**config.mk**
```make
export PLATFORM = sky130hd
export DESIGN_NAME = regw_adapter
export DESIGN_NICKNAME = d
export VERILOG_FILES = /design/src/rtl/regw_pkg.sv /design/src/rtl/regw_width_map.sv /design/src/rtl/regw_step_plan.sv /design/src/rtl/regw_lane_unit.sv /design/src/rtl/regw_adapter.sv
export SDC_FILE = /design/constraint.sdc
export NUM_CORES = 1
export LEC_CHECK = 0
export BUFFER_PORTS_ARGS = -buffer_cell sky130_fd_sc_hd__buf_2
export CAP_MARGIN = 40
export CORE_MARGIN = 5
export CORE_UTILIZATION = 57
export DETAILED_ROUTE_END_ITERATION = 6
export PLACE_DENSITY = 0.86
export SLEW_MARGIN = 10
export SYNTH_ARGS = -nofsm -noshare
export SYNTH_HDL_FRONTEND = slang
export SYNTH_HIERARCHICAL = 1
export SYNTH_SLANG_ARGS = --single-unit
```
**constraint.sdc**
```tcl
create_clock -name clk -period 5.4 [get_ports clk]
set_input_delay 0.54 -clock clk [delete_from_list [all_inputs] [get_ports clk]]
set_output_delay 0.54 -clock clk [all_outputs]
set_load 0.1 [all_outputs]
```
**src/rtl/regw_pkg.sv**
```systemverilog
package regw_pkg;

  localparam int LANES  = 4;
  localparam int DATA_W = 8 * LANES;

  typedef enum logic [1:0] {
    RW_NONE = 2'd0,
    RW_BYTE = 2'd1,
    RW_HALF = 2'd2,
    RW_WORD = 2'd3
  } rwidth_e;

  typedef enum logic [1:0] {
    ST_IDLE  = 2'd0,
    ST_STEP  = 2'd1,
    ST_WBACK = 2'd2
  } state_e;

  typedef logic [2:0] nbytes_t;

  function automatic nbytes_t width_to_bytes(rwidth_e w);
    case (w)
      RW_BYTE: return 3'd1;
      RW_HALF: return 3'd2;
      RW_WORD: return 3'd4;
      default: return 3'd0;
    endcase
  endfunction

  function automatic nbytes_t size_to_bytes(logic [1:0] sz);
    case (sz)
      2'd0:    return 3'd1;
      2'd1:    return 3'd2;
      default: return 3'd4;
    endcase
  endfunction

  function automatic logic [1:0] bytes_to_size(nbytes_t n);
    case (n)
      3'd1:    return 2'd0;
      3'd2:    return 2'd1;
      default: return 2'd2;
    endcase
  endfunction

  // Size of the next piece, given bytes still to move and the region width.
  function automatic nbytes_t pick_step(nbytes_t rem, nbytes_t wb);
    if (rem == 3'd4 && wb == 3'd4) return 3'd4;
    if (!rem[0] && wb >= 3'd2)     return 3'd2;
    return 3'd1;
  endfunction

  // Big-endian byte offset of a piece inside its native register.
  function automatic logic [1:0] lane_offset(nbytes_t e, nbytes_t wb, logic [1:0] a);
    if (e == wb)     return 2'd0;
    if (wb == 3'd2)  return {1'b0, a[0]};
    if (e == 3'd1)   return a;
    return (a == 2'd0) ? 2'd0 : 2'd2;
  endfunction

  // Distance in bytes from bit 0 of the native register to the piece.
  function automatic logic [1:0] low_shift(nbytes_t wb, logic [1:0] off, nbytes_t e);
    int s;
    s = int'(wb) - int'(off) - int'(e);
    if (s < 0) s = 0;
    return s[1:0];
  endfunction

  function automatic logic [DATA_W-1:0] keep_mask(nbytes_t e);
    case (e)
      3'd1:    return 32'h0000_00FF;
      3'd2:    return 32'h0000_FFFF;
      default: return 32'hFFFF_FFFF;
    endcase
  endfunction

  function automatic logic [DATA_W-1:0] take_bytes(logic [DATA_W-1:0] v, int lsb_byte, nbytes_t e);
    int sh;
    sh = (lsb_byte < 0) ? 0 : 8 * lsb_byte;
    return (v >> sh) & keep_mask(e);
  endfunction

  function automatic logic [DATA_W-1:0] push_bytes(logic [DATA_W-1:0] acc, logic [DATA_W-1:0] piece, nbytes_t e);
    if (e == 3'd4) return piece;
    return (acc << (8 * int'(e))) | piece;
  endfunction

endpackage

```
**src/rtl/regw_width_map.sv**
```systemverilog
module regw_width_map
  import regw_pkg::*;
#(
  parameter int OFS_W     = 10,
  parameter int OFS_LIMIT = 512,
  parameter int CLASS_LSB = 6
)(
  input  logic [OFS_W-1:0] ofs,
  output rwidth_e          width,
  output logic             oob
);

  logic [1:0] region_class;

  assign region_class = ofs[CLASS_LSB+1:CLASS_LSB];
  assign oob          = (ofs > OFS_W'(OFS_LIMIT));

  always_comb begin
    case (region_class)
      2'b00:   width = RW_BYTE;
      2'b01:   width = RW_HALF;
      2'b10:   width = RW_WORD;
      default: width = RW_NONE;
    endcase
  end

endmodule

```
**src/rtl/regw_step_plan.sv**
```systemverilog
module regw_step_plan
  import regw_pkg::*;
#(
  parameter int OFS_W = 10
)(
  input  logic [OFS_W-1:0] cur,
  input  nbytes_t          rem,
  input  rwidth_e          width,
  input  logic             oob,
  output nbytes_t          step_n,
  output nbytes_t          unit_n,
  output logic [OFS_W-1:0] unit_addr,
  output logic [1:0]       shift_n,
  output logic             bad
);

  logic [1:0] off;

  always_comb begin
    unit_n    = width_to_bytes(width);
    bad       = oob || (width == RW_NONE);
    step_n    = pick_step(rem, unit_n);
    off       = lane_offset(step_n, unit_n, cur[1:0]);
    shift_n   = low_shift(unit_n, off, step_n);
    unit_addr = cur;
    if (unit_n == 3'd2) unit_addr[0]   = 1'b0;
    if (unit_n == 3'd4) unit_addr[1:0] = 2'b00;
  end

endmodule

```
**src/rtl/regw_lane_unit.sv**
```systemverilog
module regw_lane_unit
  import regw_pkg::*;
(
  input  logic [DATA_W-1:0] unit_in,
  input  logic [DATA_W-1:0] piece_in,
  input  logic [1:0]        shift_n,
  input  nbytes_t           step_n,
  output logic [DATA_W-1:0] piece_out,
  output logic [DATA_W-1:0] merged
);

  logic [DATA_W-1:0] aligned;

  assign aligned   = piece_in << (8 * int'(shift_n));
  assign piece_out = take_bytes(unit_in, int'(shift_n), step_n);

  for (genvar g = 0; g < LANES; g++) begin : g_lane
    logic in_win;
    assign in_win = (g >= int'(shift_n)) && (g < int'(shift_n) + int'(step_n));
    assign merged[8*g +: 8] = in_win ? aligned[8*g +: 8] : unit_in[8*g +: 8];
  end

endmodule

```
**src/rtl/regw_adapter.sv**
```systemverilog
module regw_adapter
  import regw_pkg::*;
#(
  parameter int ADDR_W    = 16,
  parameter int OFS_W     = 10,
  parameter int OFS_LIMIT = 512,
  parameter int CLASS_LSB = 6
)(
  input  logic              clk,
  input  logic              rst_n,
  input  logic              cpu_req,
  input  logic              cpu_we,
  input  logic [1:0]        cpu_size,
  input  logic [ADDR_W-1:0] cpu_addr,
  input  logic [DATA_W-1:0] cpu_wdata,
  output logic [DATA_W-1:0] cpu_rdata,
  output logic              cpu_ready,
  output logic              cpu_err,
  output logic              reg_req,
  output logic              reg_we,
  output logic [1:0]        reg_size,
  output logic [OFS_W-1:0]  reg_addr,
  output logic [DATA_W-1:0] reg_wdata,
  input  logic [DATA_W-1:0] reg_rdata
);

  state_e            state_q;
  logic [OFS_W-1:0]  cur_q;
  nbytes_t           rem_q;
  logic              we_q;
  logic [DATA_W-1:0] wdata_q, acc_q, unit_q, rdata_q;
  logic              rdy_q, err_q;

  rwidth_e           cur_w;
  logic              cur_oob;
  nbytes_t           step_n, unit_n;
  logic [OFS_W-1:0]  unit_addr;
  logic [1:0]        shift_n;
  logic              step_bad;
  logic [DATA_W-1:0] wr_piece, rd_piece, merged, acc_next;

  // Named events for the checks below.
  logic accept_evt, err_evt, rmw_rd_evt, wback_evt, advance_evt, last_evt;

  logic unused_hi;
  assign unused_hi = ^cpu_addr[ADDR_W-1:OFS_W];

  regw_width_map #(.OFS_W(OFS_W), .OFS_LIMIT(OFS_LIMIT), .CLASS_LSB(CLASS_LSB)) u_map (
    .ofs   (cur_q),
    .width (cur_w),
    .oob   (cur_oob)
  );

  regw_step_plan #(.OFS_W(OFS_W)) u_plan (
    .cur       (cur_q),
    .rem       (rem_q),
    .width     (cur_w),
    .oob       (cur_oob),
    .step_n    (step_n),
    .unit_n    (unit_n),
    .unit_addr (unit_addr),
    .shift_n   (shift_n),
    .bad       (step_bad)
  );

  assign wr_piece = take_bytes(wdata_q, int'(rem_q) - int'(step_n), step_n);

  regw_lane_unit u_lane (
    .unit_in   (reg_rdata),
    .piece_in  (wr_piece),
    .shift_n   (shift_n),
    .step_n    (step_n),
    .piece_out (rd_piece),
    .merged    (merged)
  );

  assign acc_next    = push_bytes(acc_q, rd_piece, step_n);
  assign accept_evt  = (state_q == ST_IDLE) && cpu_req && !rdy_q;
  assign err_evt     = (state_q == ST_STEP) && step_bad;
  assign rmw_rd_evt  = (state_q == ST_STEP) && !step_bad && we_q && (step_n != unit_n);
  assign wback_evt   = (state_q == ST_WBACK);
  assign advance_evt = ((state_q == ST_STEP) && !step_bad && !rmw_rd_evt) || wback_evt;
  assign last_evt    = advance_evt && (rem_q == step_n);

  // Register-side drive.
  always_comb begin
    reg_req   = 1'b0;
    reg_we    = 1'b0;
    reg_size  = bytes_to_size(unit_n);
    reg_addr  = unit_addr;
    reg_wdata = '0;
    case (state_q)
      ST_STEP: begin
        if (!step_bad) begin
          reg_req = 1'b1;
          if (we_q && (step_n == unit_n)) begin
            reg_we    = 1'b1;
            reg_wdata = wr_piece;
          end
        end
      end
      ST_WBACK: begin
        reg_req   = 1'b1;
        reg_we    = 1'b1;
        reg_wdata = unit_q;
      end
      default: ;
    endcase
  end

  always_ff @(posedge clk) begin
    if (!rst_n) begin
      state_q <= ST_IDLE;
      cur_q   <= '0;
      rem_q   <= '0;
      we_q    <= 1'b0;
      wdata_q <= '0;
      acc_q   <= '0;
      unit_q  <= '0;
      rdata_q <= '0;
      rdy_q   <= 1'b0;
      err_q   <= 1'b0;
    end else begin
      rdy_q <= 1'b0;
      case (state_q)
        ST_IDLE: begin
          if (accept_evt) begin
            cur_q   <= cpu_addr[OFS_W-1:0];
            rem_q   <= size_to_bytes(cpu_size);
            we_q    <= cpu_we;
            wdata_q <= cpu_wdata;
            acc_q   <= '0;
            state_q <= ST_STEP;
          end
        end
        ST_STEP, ST_WBACK: begin
          if (err_evt) begin
            rdy_q   <= 1'b1;
            err_q   <= 1'b1;
            rdata_q <= '0;
            state_q <= ST_IDLE;
          end else if (rmw_rd_evt) begin
            unit_q  <= merged;
            state_q <= ST_WBACK;
          end else begin
            if (!we_q) acc_q <= acc_next;
            cur_q   <= cur_q + OFS_W'(step_n);
            rem_q   <= rem_q - step_n;
            state_q <= ST_STEP;
            if (last_evt) begin
              rdy_q   <= 1'b1;
              err_q   <= 1'b0;
              rdata_q <= we_q ? '0 : acc_next;
              state_q <= ST_IDLE;
            end
          end
        end
        default: state_q <= ST_IDLE;
      endcase
    end
  end

  assign cpu_ready = rdy_q;
  assign cpu_err   = err_q;
  assign cpu_rdata = rdata_q;

  AST_READY_PULSE: assert property (@(posedge clk) disable iff (!rst_n)
    cpu_ready |=> !cpu_ready);
  AST_ERR_DATA_ZERO: assert property (@(posedge clk) disable iff (!rst_n)
    (cpu_ready && cpu_err) |-> (cpu_rdata == '0));
  AST_REG_IN_RANGE: assert property (@(posedge clk) disable iff (!rst_n)
    reg_req |-> (reg_addr <= OFS_W'(OFS_LIMIT)));
  AST_ERR_NO_ACCESS: assert property (@(posedge clk) disable iff (!rst_n)
    err_evt |-> !reg_req);
  AST_WORD_ALIGNED: assert property (@(posedge clk) disable iff (!rst_n)
    (reg_req && reg_size == 2'd2) |-> (reg_addr[1:0] == 2'b00));
  AST_HALF_ALIGNED: assert property (@(posedge clk) disable iff (!rst_n)
    (reg_req && reg_size == 2'd1) |-> (reg_addr[0] == 1'b0));
  AST_WBACK_AFTER_READ: assert property (@(posedge clk) disable iff (!rst_n)
    wback_evt |-> ($past(rmw_rd_evt) && $stable(reg_addr) && $stable(reg_size)));
  AST_IDLE_QUIET: assert property (@(posedge clk) disable iff (!rst_n)
    (state_q == ST_IDLE) |-> !reg_req);

endmodule

```
# After elaboration in Yosys (flattened, before gate mapping)
# Index checks and enable logic that the tools add are counted.
[totals] regBits=146 out_inout_bits=80 wordCells=164
[op_classes] addsub=6 order_cmp=11 n_eq_ne=23 n_shift=4 muxes=72 bitwise_logic=4 reduce_logical=34
[ops] operator="2-to-1 mux 32 bit" count=13
[ops] operator="one-hot mux 32 bit (2 select lines)" count=3
[ops] operator="AND 32 bit" count=2
[ops] operator="less-than comparator 3 x 32 -> 1 bit (first input constant)" count=2
[ops] operator="less-than comparator 1 x 32 -> 1 bit (first input constant)" count=1
[ops] operator="less-than comparator 2 x 32 -> 1 bit (first input constant)" count=1
[ops] operator="less-than comparator 32 x 1 -> 1 bit (second input constant)" count=1
[ops] operator="2-to-1 mux 8 bit" count=4
[ops] operator="bitwise OR 32 bit" count=1
[ops] operator="<< shifter 32 x 5 -> 32 bit" count=1
[ops] operator="<< shifter 32 x 6 -> 32 bit" count=1
[ops] operator="right shift 32 x 32 -> 32 bit" count=1
[ops] operator="right shift 32 x 5 -> 32 bit" count=1
[ops] operator="2-to-1 mux 10 bit" count=3
[ops] operator="2-to-1 mux 2 bit" count=12
[ops] operator="2-to-1 mux 1 bit" count=21
[ops] operator="2-to-1 mux 3 bit" count=7
[ops] operator="one-hot mux 10 bit (2 select lines)" count=1
[ops] operator="logical AND 1 bit" count=14
[ops] operator="one-hot mux 3 bit (2 select lines)" count=2
[ops] operator="adder 10 x 3 -> 10 bit" count=1
[ops] operator="greater-than comparator 10 bit (second input constant)" count=1
[ops] operator="logical NOT 2 bit" count=5
[ops] operator="inequality test 2 bit (second input constant)" count=5
[ops] operator="other kinds (29)" count=50

# Longest topological paths before layout
[depth] depth_word=30 mapped_depth=23 depth_no_buf=22

# By module
# The synthesis kept the hierarchy.
[modules_own_cells] module="regw_adapter" n_inst=1 cells_per_inst=945 area_per_inst_um2=7788.7 seq_area_each_um2=2922.8
[modules_own_cells] module="regw_lane_unit" n_inst=1 cells_per_inst=214 area_per_inst_um2=1508.9 seq_area_each_um2=0.0
[modules_own_cells] module="regw_step_plan" n_inst=1 cells_per_inst=42 area_per_inst_um2=290.3 seq_area_each_um2=0.0
[modules_own_cells] module="regw_width_map" n_inst=1 cells_per_inst=10 area_per_inst_um2=87.6 seq_area_each_um2=0.0

# Worst setup path before layout
# OpenSTA, ideal clock, no wires.
[synth_path] kind="register to output" start="register cur_q[6]" end="output reg_wdata[16]" arrival_ns=4.838 setup_slack_ns=0.022 stages_incl_launch_ff=16 path_buffers=4 cell_sequence="dfxtp_1 inv_1 ha_1 nand2b_1 a31oi_1 buf_2 buf_2 inv_1 fa_1 o21ai_0 a21o_2 nand4_1 buf_2 or2_1 buf_6 o21ai_2"
[synth_between] elab_chain_cells=18
[synth_lines] item="start, declared" line_no="regw_adapter.sv:28" source="logic [OFS_W-1:0] cur_q;"
[synth_lines] item="start signal, assigned" line_no="regw_adapter.sv:128" source="cur_q <= cpu_addr[OFS_W-1:0];"
[synth_lines] item="start signal, assigned" line_no="regw_adapter.sv:147" source="cur_q <= cur_q + OFS_W'(step_n);"
[synth_lines] item="== test 2 bit, or another cell as far along" line_no="regw_width_map.sv:19" source="case (region_class)"
[synth_lines] item="one-hot mux 2 bit (3 select lines) (*)" line_no="regw_width_map.sv:19"
[synth_lines] item="via cur_w[1]" line_no="regw_adapter.sv:34" source="rwidth_e cur_w;"
[synth_lines] item="== test 2 bit or == test 2 x 1 -> 1 bit (tied branches)" line_no="regw_pkg.sv:22" source="case (w)"
[synth_lines] item="one-hot mux 3 bit (3 select lines) (*)" line_no="regw_pkg.sv:22"
[synth_lines] item="greater-or-equal comparator 3 x 2 -> 1 bit" line_no="regw_pkg.sv:49" source="if (!rem[0] && wb >= 3'd2) return 3'd2;"
[synth_lines] item="logical AND 1 bit" line_no="regw_pkg.sv:49"
[synth_lines] item="2-to-1 mux 1 bit (2 in series)" line_no="regw_pkg.sv:49"
[synth_lines] item="[... 2 more ...]"
[synth_lines] item="via step_n[0]" line_no="regw_adapter.sv:36" source="nbytes_t step_n, unit_n;"
[synth_lines] item="subtractor 3 x 3 -> 4 bit" line_no="regw_adapter.sv:66" source="assign wr_piece = take_bytes(wdata_q, int'(rem_q) - int'(step_n), step_n);"
[synth_lines] item="less-than comparator 4 x 1 -> 1 bit" line_no="regw_pkg.sv:79" source="sh = (lsb_byte < 0) ? 0 : 8 * lsb_byte;"
[synth_lines] item="2-to-1 mux 32 bit" line_no="regw_pkg.sv:79"
[synth_lines] item="right shift 32 x 32 -> 32 bit" line_no="regw_pkg.sv:80" source="return (v >> sh) & keep_mask(e);"
[synth_lines] item="AND 32 bit" line_no="regw_pkg.sv:80"
[synth_lines] item="2-to-1 mux 32 bit (*)" line_no="regw_adapter.sv:96" source="if (we_q && (step_n == unit_n)) begin"
[synth_lines] item="2-to-1 mux 32 bit (*)" line_no="regw_adapter.sv:94" source="if (!step_bad) begin"
[synth_lines] item="one-hot mux 32 bit (2 select lines) (*)" line_no="regw_adapter.sv:92" source="case (state_q)"
[synth_lines] item="end, declared" line_no="regw_adapter.sv:23" source="output logic [DATA_W-1:0] reg_wdata,"
# The timed path passes the listed nets; every way through them passes the cells marked *. The select of a mux whose other input is x is not followed.

# Worst setup path in the final report
[layout_path] start="register cur_q[6]" end="output reg_wdata[4]"
[layout_between] elab_chain_cells=18
[layout_lines] item="== test 2 bit, or another cell as far along" line_no="regw_width_map.sv:19"
[layout_lines] item="one-hot mux 2 bit (3 select lines) (*)" line_no="regw_width_map.sv:19"
[layout_lines] item="via cur_w[1]" line_no="regw_adapter.sv:34"
[layout_lines] item="== test 2 bit or == test 2 x 1 -> 1 bit (tied branches)" line_no="regw_pkg.sv:22"
[layout_lines] item="one-hot mux 3 bit (3 select lines) (*)" line_no="regw_pkg.sv:22"
[layout_lines] item="greater-or-equal comparator 3 x 2 -> 1 bit" line_no="regw_pkg.sv:49"
[layout_lines] item="logical AND 1 bit" line_no="regw_pkg.sv:49"
[layout_lines] item="2-to-1 mux 1 bit (2 in series)" line_no="regw_pkg.sv:49"
[layout_lines] item="[... 2 more ...]"
[layout_lines] item="via step_n[0]" line_no="regw_adapter.sv:36"
[layout_lines] item="[... 1 more ...]"
[layout_lines] item="less-than comparator 4 x 1 -> 1 bit" line_no="regw_pkg.sv:79"
[layout_lines] item="2-to-1 mux 32 bit (*)" line_no="regw_pkg.sv:79"
[layout_lines] item="right shift 32 x 32 -> 32 bit (*)" line_no="regw_pkg.sv:80"
[layout_lines] item="AND 32 bit (*)" line_no="regw_pkg.sv:80"
[layout_lines] item="via wr_piece[4]" line_no="regw_adapter.sv:40" source="logic [DATA_W-1:0] wr_piece, rd_piece, merged, acc_next;"
[layout_lines] item="2-to-1 mux 32 bit (*)" line_no="regw_adapter.sv:96"
[layout_lines] item="2-to-1 mux 32 bit (*)" line_no="regw_adapter.sv:94"
[layout_lines] item="one-hot mux 32 bit (2 select lines) (*)" line_no="regw_adapter.sv:92"
# Marks and branches as above.

==> results.ini <==
[yosys]
synth_area_leaders = dfxtp_1 30%, nand2_1 8.9%, mux2i_1 8.4%
syn-num-nets = 1320
ys.flop_type = dfxtp_1
synth_area_sq_um = 9680
netlist.area_leader.share_pct = 30.2
synth-edff-count = 0
synthDistinctLibCells = 79
ys_ff_latch = 146
seq_area_frac_synth_pct = 30.2
ys_warn_count = 6
synth_area_leader_cell = dfxtp_1
avgSynthCellArea_sq_um = 7.99
ys_async_sr_fraction_pct = 0
synthCells = 1211

[power_and_ir_drop]
totalPowerFinal_uw = 4960
powerDensity_nw_per_um2 = 429
ir_drop_uv = 379
p_leak_uw = 0.00461

[worst_hold_path]
hold_path_class = primary input to flop
whs_endpoint = wdata_q[21]
min_from = cpu_wdata[21]
worstHoldPathCells = 3

[clocking]
cts_max_level = 4
cts_tree = done
cts.sinks = 146
numCtsBuffers = 17
clk_pin_slew_ps = 60
clk_path_buf_depth = 2
worstSkewPairLatency_ps = 440
cts_root_buf = clkbuf_16

[setup_path]
reg2reg_slack_ps = 340
criticalPathCategory = flop to output port
timing.rr.start = cur_q[6]
end_kind = output port
arrival_ps = 4660
cp_cell_sequence = inv_1 -> ha_2 -> nand2b_2 -> buf_4 -> a31oi_4 -> inv_1 -> ha_1 -> nand2b_1 -> a211oi_4 -> buf_6 -> mux2i_2 -> o22ai_1 -> a22o_1 -> buf_12
path_max_fanout = 36
crit_buf_inv = 5
startpoint_type = flop
cp_slowest_cell = dfxtp_1
reg2reg_to = unit_q[3]
worstPathRequired_ps = 4860
crit_top_cell = inv_1
slowest_delay_ps = 480
reg2reg_depth = 22
critPathTopFamily = compound AO/OA/AOI/OAI gates

[place]
portBuffers = 159
dp_hpwl_mm = 21.7
dpl_cell_area_sq_um = 10900
place_congestion = 0.969

[sta]
final.period_utilization_pct = 96.3
fin_skew_ps = 12.2
setup_viol = 0
drv_slew = 0
fin_tns_setup_ps = 0
max_freq_mhz = 192
finalHoldViolCount = 0
rsz0062_at_grt = no
fin_crit_ps = 5200
tightest_slew_ps = 938
maxSlewHeadroom_pct = 37.3
timing.hold.ws_ps = 353

[global_routing]
grt_start_max_net_pins = 85
grt_usage_pct = 30.4
antenna_found_initial = 0
grt_pass1_vias = 9187
overflow = 0
grt_pass1_wl_mm = 48.7

[route]
ant_nets = 0
drt-initial-drc-count = 1199
dr.pass1.iters = 7
drc_errors = 0
wl_per_cell_microns = 20.1
vias = 9760
wl_mm = 31.1
via_per_inst = 6.33

[layout]
syn2layout_area_growth_pct = 19.4
ff_latch_area_sq_um = 2920
multiInputGateArea_sq_um = 6240
nets = 1418
nFillCells = 1278
finalInstanceArea_sq_um = 11600
drive_gt1_share_pct = 22.0

[run]
drv_cap = 0

[floorplanning]
dieArea_sq_um = 19700
initial_core_util_pct = 58.1
design.core.area_sq_um = 16600
ios = 166
die_x_microns = 140
die_height_microns = 140
num_rows = 47

[status]
status = finished clean

[metrics by stage]
stage	cells	util (%)	setup WS (ps)
2_1_floorplan	1211	-	21.9
3_3_place_gp	1510	65.6	543
3_5_place_dp	1510	65.6	300
4_1_cts	1542	69.2	51.0
5_1_grt	1542	69.4	27.3
6_report	1543	69.4	201
[worst max-delay path by stage]
| stage | from | to | slack [ps] | cells past startpoint |
|---|---|---|---|---|
| final | cur_q[6] | reg_wdata[4] | 200 | 14 |
| after CTS | cur_q[6] | reg_wdata[4] | 50 | 16 |
| after global placement | cur_q[6] | unit_q[2] | 540 | 22 |
| after global routing | cur_q[6] | reg_wdata[5] | 30 | 14 |
| after detailed placement | cur_q[6] | unit_q[0] | 300 | 22 |
| after floorplan | cur_q[6] | reg_wdata[16] | 20 | 15 |
[sequential cells by signal (all words and copies together), names as in the netlist]
| register | count |
|---|---|
| acc_q | 32 |
| cpu_rdata | 32 |
| unit_q | 32 |
| wdata_q | 32 |
| cur_q | 10 |
| rem_q | 3 |
| state_q | 2 |
| cpu_err | 1 |
| cpu_ready | 1 |
| we_q | 1 |
[routing by layer]
layer  part of all wire [%]  up-vias  global-route usage (%)  wire length (microns)
met2                     45      593                    48.4                  14100
li1                       -     4475                       -                      -
met5                      0        -                       0                      0
met1                     40     4563                    38.8                  12300
met4                    4.8        0                    14.4                   1490
met3                     10      129                    7.50                   3180
[where the power goes]
part | total, uW | internal (uW) | switching [uW]
Clock | 1230 | 698 | 532
Sequential | 1190 | 1130 | 62.9
Combinational | 2540 | 941 | 1600
[cells by family after synthesis]
| kind of cell | count (synthesis) | share of synthesized area, % |
|---|---|---|
| adders and majority gates | 23 | 3.28 |
| AOI/OAI and AO/OA | 335 | 24.9 |
| DFF | 146 | 30.2 |
| muxes | 105 | 11.5 |
| buffers and inverters | 122 | 6.12 |
| and+or+nand+nor | 474 | 23.2 |
| xor gates and xnor gates | 6 | 0.737 |
[timing repair]
action | 4_1_cts | 5_1_grt
gates resized for setup | 0 | 10
endpoints found under the setup margin | 0 | 36
hold buffers | 0 | 0
buffers inserted | 0 | 0
hold endpoints to repair | 0 | 0
[placed cells by master (no fill, tap or decap), types with 5 or more instances in the layout]
master,instances
a21boi_0,64
mux2i_1,75
o31ai_1,26
nor2b_1,34
and2_1,44
a21oi_1,67
o21ai_2,8
buf_4,19
a22oi_1,8
dfxtp_1,146
nand3_1,63
nor2_1,50
a22o_1,24
mux2i_2,6
ha_1,18
nand2_1,229
buf_12,32
inv_1,21
nor3_1,5
clkbuf_16,17
o21bai_1,9
a21boi_1,12
a31o_2,9
o21ai_0,27
nand4_1,5
mux2_2,16
o2bb2ai_1,17
mux2_4,8
buf_2,126
a211oi_1,19
o22ai_1,8
[Yosys cell counts, drive strengths merged, types with 5 or more instances]
cell     number
inv          22
o21ai        38
nand2       230
clkbuf       46
ha           19
nor2         56
nor3          9
nand3        64
o2bb2ai      17
a21boi       76
o21bai        9
mux2         24
mux2i        81
a211oi       21
a22oi         8
nand2b        6
o31ai        26
a22o         24
nand4         5
buf          53
and2         45
a31o          9
nor2b        34
a21oi        68
dfxtp       146
o22ai        12
[tightest hold or removal path, cell delays in order]
cell and delay (ps):
buf_2 90, nand2_1 40, a21boi_0 60
[cell type report]
class	count	share of cell area (%)
Sequential cell	146	25.3
Multi-Input combinational cell	943	54.0
Antenna cell	1	0.0217
Tap cell	220	2.38
Timing Repair Buffer	178	12.3
Clock buffer	18	3.71
Clock inverter	14	1.49
Inverter	23	0.747
(Power assumes the default switching activity.)
